**src/rtl/irqc_pkg.sv**
```systemverilog
package irqc_pkg;

  typedef enum logic [1:0] {
    REG_MASK  = 2'd0,
    REG_PEND  = 2'd1,
    REG_LINE  = 2'd2,
    REG_COUNT = 2'd3
  } irqc_reg_e;

  localparam int unsigned DEF_LINES  = 32;
  localparam int unsigned DEF_DATA_W = 32;
  localparam int unsigned DEF_CNT_W  = 32;
  localparam int unsigned DEF_SYNC   = 2;

endpackage

```
**src/rtl/irqc_rst_sync.sv**
```systemverilog
module irqc_rst_sync (
  input  logic clk_i,
  input  logic rst_ni,
  output logic rst_sync_no
);

  logic [1:0] shift_q;
  logic [1:0] shift_d;

  always_comb begin
    shift_d = {shift_q[0], 1'b1};
  end

  always_ff @(posedge clk_i or negedge rst_ni) begin
    if (!rst_ni) shift_q <= '0;
    else         shift_q <= shift_d;
  end

  assign rst_sync_no = shift_q[1];

endmodule

```
**src/rtl/irqc_line_sync.sv**
```systemverilog
module irqc_line_sync #(
  parameter int unsigned WIDTH  = 32,
  parameter int unsigned STAGES = 2
) (
  input  logic             clk_i,
  input  logic             rst_ni,
  input  logic [WIDTH-1:0] async_i,
  output logic [WIDTH-1:0] line_o,
  output logic [WIDTH-1:0] rise_o
);

  logic [WIDTH-1:0] stage_q [STAGES];
  logic [WIDTH-1:0] line_q;
  logic [WIDTH-1:0] line_d;

  for (genvar s = 0; s < STAGES; s++) begin : g_stage
    if (s == 0) begin : g_first
      always_ff @(posedge clk_i or negedge rst_ni) begin
        if (!rst_ni) stage_q[s] <= '0;
        else         stage_q[s] <= async_i;
      end
    end else begin : g_next
      always_ff @(posedge clk_i or negedge rst_ni) begin
        if (!rst_ni) stage_q[s] <= '0;
        else         stage_q[s] <= stage_q[s-1];
      end
    end
  end

  always_comb begin
    line_d = stage_q[STAGES-1];
  end

  always_ff @(posedge clk_i or negedge rst_ni) begin
    if (!rst_ni) line_q <= '0;
    else         line_q <= line_d;
  end

  assign line_o = line_q;
  assign rise_o = stage_q[STAGES-1] & ~line_q;

endmodule

```
**src/rtl/irqc_core.sv**
```systemverilog
module irqc_core #(
  parameter int unsigned WIDTH = 32
) (
  input  logic             clk_i,
  input  logic             rst_ni,
  input  logic [WIDTH-1:0] line_i,
  input  logic             mask_we_i,
  input  logic             ack_we_i,
  input  logic [WIDTH-1:0] wdata_i,
  output logic [WIDTH-1:0] mask_o,
  output logic [WIDTH-1:0] pend_o,
  output logic             irq_o
);

  logic [WIDTH-1:0] mask_q, mask_d;
  logic [WIDTH-1:0] pend_q, pend_d;
  logic [WIDTH-1:0] ack_vec;
  logic             irq_q, irq_d;
  logic             mask_en;

  always_comb begin
    mask_en = mask_we_i;
    mask_d  = wdata_i;
    ack_vec = ack_we_i ? wdata_i : '0;
    // new assertions are merged after the clear so they win a collision
    pend_d  = (pend_q & ~ack_vec) | line_i;
    irq_d   = |(pend_d & (mask_en ? mask_d : mask_q));
  end

  always_ff @(posedge clk_i or negedge rst_ni) begin
    if (!rst_ni) begin
      mask_q <= '0;
    end else if (mask_en) begin
      mask_q <= mask_d;
    end
  end

  always_ff @(posedge clk_i or negedge rst_ni) begin
    if (!rst_ni) begin
      pend_q <= '0;
      irq_q  <= 1'b0;
    end else begin
      pend_q <= pend_d;
      irq_q  <= irq_d;
    end
  end

  assign mask_o = mask_q;
  assign pend_o = pend_q;
  assign irq_o  = irq_q;

endmodule

```
**src/rtl/irqc_stats.sv**
```systemverilog
module irqc_stats #(
  parameter int unsigned LINES = 32,
  parameter int unsigned CNT_W = 32,
  localparam int unsigned IDX_W = $clog2(LINES)
) (
  input  logic             clk_i,
  input  logic             rst_ni,
  input  logic [LINES-1:0] rise_i,
  input  logic [IDX_W-1:0] sel_i,
  output logic [CNT_W-1:0] sel_cnt_o
);

  logic [CNT_W-1:0] cnt_q [LINES];
  logic [CNT_W-1:0] cnt_d [LINES];

  for (genvar i = 0; i < LINES; i++) begin : g_cnt
    always_comb begin
      cnt_d[i] = cnt_q[i] + CNT_W'(1);
    end

    always_ff @(posedge clk_i or negedge rst_ni) begin
      if (!rst_ni) begin
        cnt_q[i] <= '0;
      end else if (rise_i[i]) begin
        cnt_q[i] <= cnt_d[i];
      end
    end
  end

  assign sel_cnt_o = cnt_q[sel_i];

endmodule

```
**src/rtl/irqc_top.sv**
```systemverilog
module irqc_top #(
  parameter int unsigned NUM_LINES = irqc_pkg::DEF_LINES,
  parameter int unsigned DATA_W    = irqc_pkg::DEF_DATA_W,
  parameter int unsigned CNT_W     = irqc_pkg::DEF_CNT_W,
  parameter int unsigned SYNC_STG  = irqc_pkg::DEF_SYNC
) (
  input  logic                         clk_i,
  input  logic                         rst_ni,
  input  logic [NUM_LINES-1:0]         irq_lines_i,
  input  logic                         reg_we_i,
  input  logic [1:0]                   reg_addr_i,
  input  logic [DATA_W-1:0]            reg_wdata_i,
  input  logic [$clog2(NUM_LINES)-1:0] cnt_idx_i,
  output logic [DATA_W-1:0]            reg_rdata_o,
  output logic                         irq_o
);

  import irqc_pkg::*;

  logic                 rst_sync_n;
  logic [NUM_LINES-1:0] line_w;
  logic [NUM_LINES-1:0] rise_w;
  logic [NUM_LINES-1:0] mask_w;
  logic [NUM_LINES-1:0] pend_w;
  logic [CNT_W-1:0]     cnt_rd_w;
  logic                 mask_we;
  logic                 ack_we;

  irqc_rst_sync u_rst (
    .clk_i       (clk_i),
    .rst_ni      (rst_ni),
    .rst_sync_no (rst_sync_n)
  );

  irqc_line_sync #(.WIDTH(NUM_LINES), .STAGES(SYNC_STG)) u_sync (
    .clk_i   (clk_i),
    .rst_ni  (rst_sync_n),
    .async_i (irq_lines_i),
    .line_o  (line_w),
    .rise_o  (rise_w)
  );

  always_comb begin
    mask_we = reg_we_i && (reg_addr_i == REG_MASK);
    ack_we  = reg_we_i && (reg_addr_i == REG_PEND);
  end

  irqc_core #(.WIDTH(NUM_LINES)) u_core (
    .clk_i     (clk_i),
    .rst_ni    (rst_sync_n),
    .line_i    (line_w),
    .mask_we_i (mask_we),
    .ack_we_i  (ack_we),
    .wdata_i   (reg_wdata_i[NUM_LINES-1:0]),
    .mask_o    (mask_w),
    .pend_o    (pend_w),
    .irq_o     (irq_o)
  );

  irqc_stats #(.LINES(NUM_LINES), .CNT_W(CNT_W)) u_stats (
    .clk_i     (clk_i),
    .rst_ni    (rst_sync_n),
    .rise_i    (rise_w),
    .sel_i     (cnt_idx_i),
    .sel_cnt_o (cnt_rd_w)
  );

  always_comb begin
    unique case (reg_addr_i)
      REG_MASK:  reg_rdata_o = DATA_W'(mask_w);
      REG_PEND:  reg_rdata_o = DATA_W'(pend_w);
      REG_LINE:  reg_rdata_o = DATA_W'(line_w);
      default:   reg_rdata_o = DATA_W'(cnt_rd_w);
    endcase
  end

endmodule

```
**config.mk**
```make
export PLATFORM = sky130hd
export DESIGN_NAME = irqc_top
export DESIGN_NICKNAME = d
export VERILOG_FILES = /design/src/rtl/irqc_pkg.sv /design/src/rtl/irqc_rst_sync.sv /design/src/rtl/irqc_line_sync.sv /design/src/rtl/irqc_core.sv /design/src/rtl/irqc_stats.sv /design/src/rtl/irqc_top.sv
export SDC_FILE = /design/constraint.sdc
export NUM_CORES = 2
export LEC_CHECK = 0
export BUFFER_PORTS_ARGS = -buffer_cell sky130_fd_sc_hd__buf_2
export CORE_ASPECT_RATIO = 0.7
export CORE_MARGIN = 1.5
export CORE_UTILIZATION = 40
export DETAILED_ROUTE_END_ITERATION = 8
export RECOVER_POWER = 50
export SYNTH_ARGS = -nofsm -noshare
export SYNTH_HDL_FRONTEND = slang
export SYNTH_SLANG_ARGS = --single-unit
```
**constraint.sdc**
```tcl
create_clock -name clk_i -period 33 [get_ports clk_i]
set_input_delay 4.95 -clock clk_i [delete_from_list [all_inputs] [get_ports clk_i]]
set_output_delay 4.95 -clock clk_i [all_outputs]
set_load 0.02 [all_outputs]
```
==> reports/qor.txt <==
Skew final -> 0.0470 ns
Worst Path Buf+Inv -> 4
Final Cycle Share -> 0.416
Placed Area -> 61400 um^2
Endpoints failing hold -> 0
Comb pwr share -> 0.116
CTS Hold Bufs -> 0
CP endpoint kind -> output port
Minimum clock period -> 13.74 ns
Post-DP HPWL -> 129000 um
Worst slew margin -> -4.85
Vias/cell -> 5.67
Die area -> 149000 um^2
Post-Syn Area -> 58500 um^2
IO Count -> 107
Routed Antenna Nets -> 0
Grt met2 use -> 0.316
Worst Setup SP -> cnt_idx_i[1]
Worst setup path category -> input port to output port
Routed Wire Length -> 172000 um
Fraction of registers with async set/reset -> 1.00
Busiest metal layer after global routing -> met1
Syn Inst Count -> 4901
Avg WL per Cell -> 24.3 um
MaxCap Viol Count -> 12
Worst-case clock buffer depth -> 3
Initial Util -> 0.403
Sequential power share -> 0.479
Syn Area/Cell -> 11.9 um^2
Drt pass-1 iters -> 6
Hold Path Class -> flop to flop
Post-route cell area -> 65400 um^2
Met3 GRT Util -> 0.0616
Core footprint -> 145000 um^2
# H-tree levels -> 3
Switch share -> 0.276
First-pass GRT wire length -> 259000 um
Status -> complete, but fails checks
Reg2Reg Launch Point -> u_rst.shift_q[1]$_DFF_PN0_
Register area share after synthesis -> 0.507
CP top delay family -> buffers and inverters
Vias -> 40200
Peak supply drop -> 0.0553 mV
M1 GR Usage -> 0.361
CTS Root Cell -> clkbuf_16
Fillers -> 13200
Area growth syn-to-layout -> 11.7%
F_max -> 0.0728 GHz
Total Neg Setup Slack -> 0 ns
NumNets Final -> 5131
Post-CTS Resized -> 0
Critical path required time -> 28.05 ns
Sink Count -> 1187
Largest net degree at the start of global routing -> 166
DRC -> 0
Worst Hold Launch -> u_sync.stage_q[51]$_DFF_PN0_
CTS tree -> built
Worst Tran Pin Value -> 8.77 ns
Max incr delay on CP -> 0.78 ns
Post-CTS setup buffers -> 0
Synth cell types -> 47
Worst path cell trace -> buf_8 -> buf_12 -> buf_4 -> mux4_2 -> nor2b_1 -> a211oi_1 -> o21ai_0 -> a221o_1 -> buf_2
Fin. max-slew vios -> 467
Leak Pwr -> 28.3 nW
RSZ-0062 raised after global routing -> no
Port Buffers -> 106
Tot GR Track Use -> 0.233
Initial drt markers -> 4480
Ys Warns -> 0
Clock transition at path regs -> 0.06 ns
Power Density -> 55.6 nW/um^2
Die W -> 460 um
Internal Dissipation -> 2.63 mW
Die height -> 323 um
GPL Wtd Cong -> 0.953
#FFs+latches synth -> 1187
CP Launch Type -> input port
Vias in the first global route -> 38500
Clk Latency, worst-skew pair -> 0.75 ns
Layout cells sized above 1 -> 0.134
P_sw -> 1.00 mW
Clock power share -> 0.405
Failing checks -> capacitance limit, slew limit
Initial antenna violation count -> 7
Critical-path maximum fanout -> 105
Post-synth EDFFs -> 0
Data arrival time of the worst path -> 8.79 ns
Syn Nets -> 5007
Rows -> 117
Main synth FF type -> dfrtp_1
Pwr Total -> 3.64 mW
CP max stage cell -> buf_4
TritonCTS Buffers -> 116
Setup violations, final -> 0
Grt ovf -> 0
[metrics by stage]
| step | util | hold slack (ns) | worst slack [ns] | instances |
|---|---|---|---|---|
| 2_1_floorplan | - | 0.331 | 13.76 | 4901 |
| 3_3_place_gp | 0.422 | 0.333 | 19.12 | 6870 |
| 3_5_place_dp | 0.422 | 0.335 | 19.15 | 6870 |
| 4_1_cts | 0.451 | 0.334 | 19.16 | 7089 |
| 5_1_grt | 0.450 | 0.330 | 19.02 | 7091 |
| 6_report | 0.450 | 0.331 | 19.26 | 7094 |
[per-layer routing]
| layer | share of wire | up-vias |
|---|---|---|
| met5 | 0.000070 | - |
| met3 | 0.092 | 183 |
| met2 | 0.41 | 1407 |
| met1 | 0.47 | 20700 |
| li1 | - | 17900 |
| met4 | 0.030 | 2 |
[synthesized netlist by cell type, types with 2 or more instances]
cell type	count	area, um^2
or2_2	14	87.6
and4b_1	12	120
buf_1	7	26.3
and3_1	169	1060
nor2_1	250	938
nor4_1	31	194
or4_1	3	22.5
xor2_1	325	2850
nor3b_1	40	300
dfrtp_1	1187	29700
a22oi_1	16	120
o22ai_1	34	213
o22a_1	63	552
o21ai_0	60	300
or3b_1	3	26.3
and2_1	44	275
mux2_2	63	709
inv_1	63	236
xnor2_1	666	5830
clkbuf_2	2	10.0
clkbuf_1	101	379
nand2_1	382	1430
buf_6	12	135
nand4b_1	10	87.6
nand3b_1	20	150
nor3_1	79	395
a221o_1	31	310
nand4_1	237	1480
nor4_2	9	113
o21ai_1	3	15.0
buf_4	9	67.6
and4_1	103	902
and3b_1	4	35.0
mux4_2	256	5770
nor3_2	2	20.0
mux2i_1	32	320
ha_1	32	400
nand2b_1	46	288
nand3_1	299	1500
or3_1	8	50.1
a211oi_1	62	465
buf_2	36	180
nor2b_1	72	450
[area by class of cell]
cell class              instances  area, um^2  share of cell area
diodes                          5        12.5            0.000191
clock buffers                 158        3360              0.0514
clock inverters                61         863              0.0132
inverters                      63         236             0.00362
multi-input cells            3484       27800               0.425
flip-flops and latches       1187       29700               0.454
well taps                    1963        2460              0.0376
repair buffers                173         950              0.0145
[cell families (layout without fill, tap and decap cells)]
logic type      Yosys count  count (layout)  synth area share
simple gates           1837            1837             0.170
flops                  1187            1187             0.507
xor+xnor                991             991             0.148
mux                     351             351             0.116
compound gates          272             272            0.0342
buf+inv                 230             455            0.0177
fa+ha+maj                32              32           0.00684
other cells               1               6         0.0000641
[worst paths after layout]
| kind | end | slack (ns) | cells past startpoint |
|---|---|---|---|
| worst max-delay path | reg_rdata_o[23] | 19.26 | 9 |
| worst min-delay path | u_sync.line_d[19]$_DFF_PN0_ | 0.33 | 0 |
| worst max register to register | u_stats.cnt_q[7]$_DFFE_PN0P_ | 22.40 | 1 |
| worst min register to register | u_sync.line_d[19]$_DFF_PN0_ | 0.33 | 0 |
| max in group asynchronous | u_stats.cnt_q[7]$_DFFE_PN0P_ | 22.40 | 1 |
| min in group asynchronous | u_stats.cnt_q[743]$_DFFE_PN0P_ | 1.11 | 0 |
[placed cells by master, fill, tap and decap left out, types with 35 or more instances in the layout]
| cell | instances |
|---|---|
| nand2_1 | 382 |
| mux4_2 | 256 |
| nor4_1 | 35 |
| clkbuf_1 | 48 |
| o22a_1 | 63 |
| xnor2_1 | 666 |
| nor2b_1 | 71 |
| nor2_1 | 250 |
| dfrtp_1 | 1187 |
| nand4_1 | 237 |
| o21ai_0 | 60 |
| nor3_1 | 80 |
| nor3b_1 | 39 |
| inv_1 | 63 |
| mux2_2 | 63 |
| a211oi_1 | 62 |
| clkbuf_16 | 117 |
| nand3_1 | 298 |
| buf_2 | 103 |
| xor2_1 | 325 |
| and4_1 | 103 |
| and3_1 | 169 |
| nand2b_1 | 46 |
[registers in the layout (all words and copies together) (netlist names)]
name            cells
u_core.pend_o      32
u_sync.line_d      32
u_sync.line_o      32
u_rst.shift_q       2
u_core.mask_o      32
u_sync.stage_q     32
u_core.irq_o        1
u_stats.cnt_q    1024
[power by group through the flow]
stage          Sequential [mW]  Clock (mW)  Combinational (mW)
2_1_floorplan             1.73           0               0.284
3_3_place_gp              1.76           0               0.414
3_5_place_dp              1.77           0               0.424
4_1_cts                   1.74        1.50               0.426
5_1_grt                   1.76        1.56               0.461
6_report                  1.74        1.47               0.420
Power figures use the tool's default switching activity.
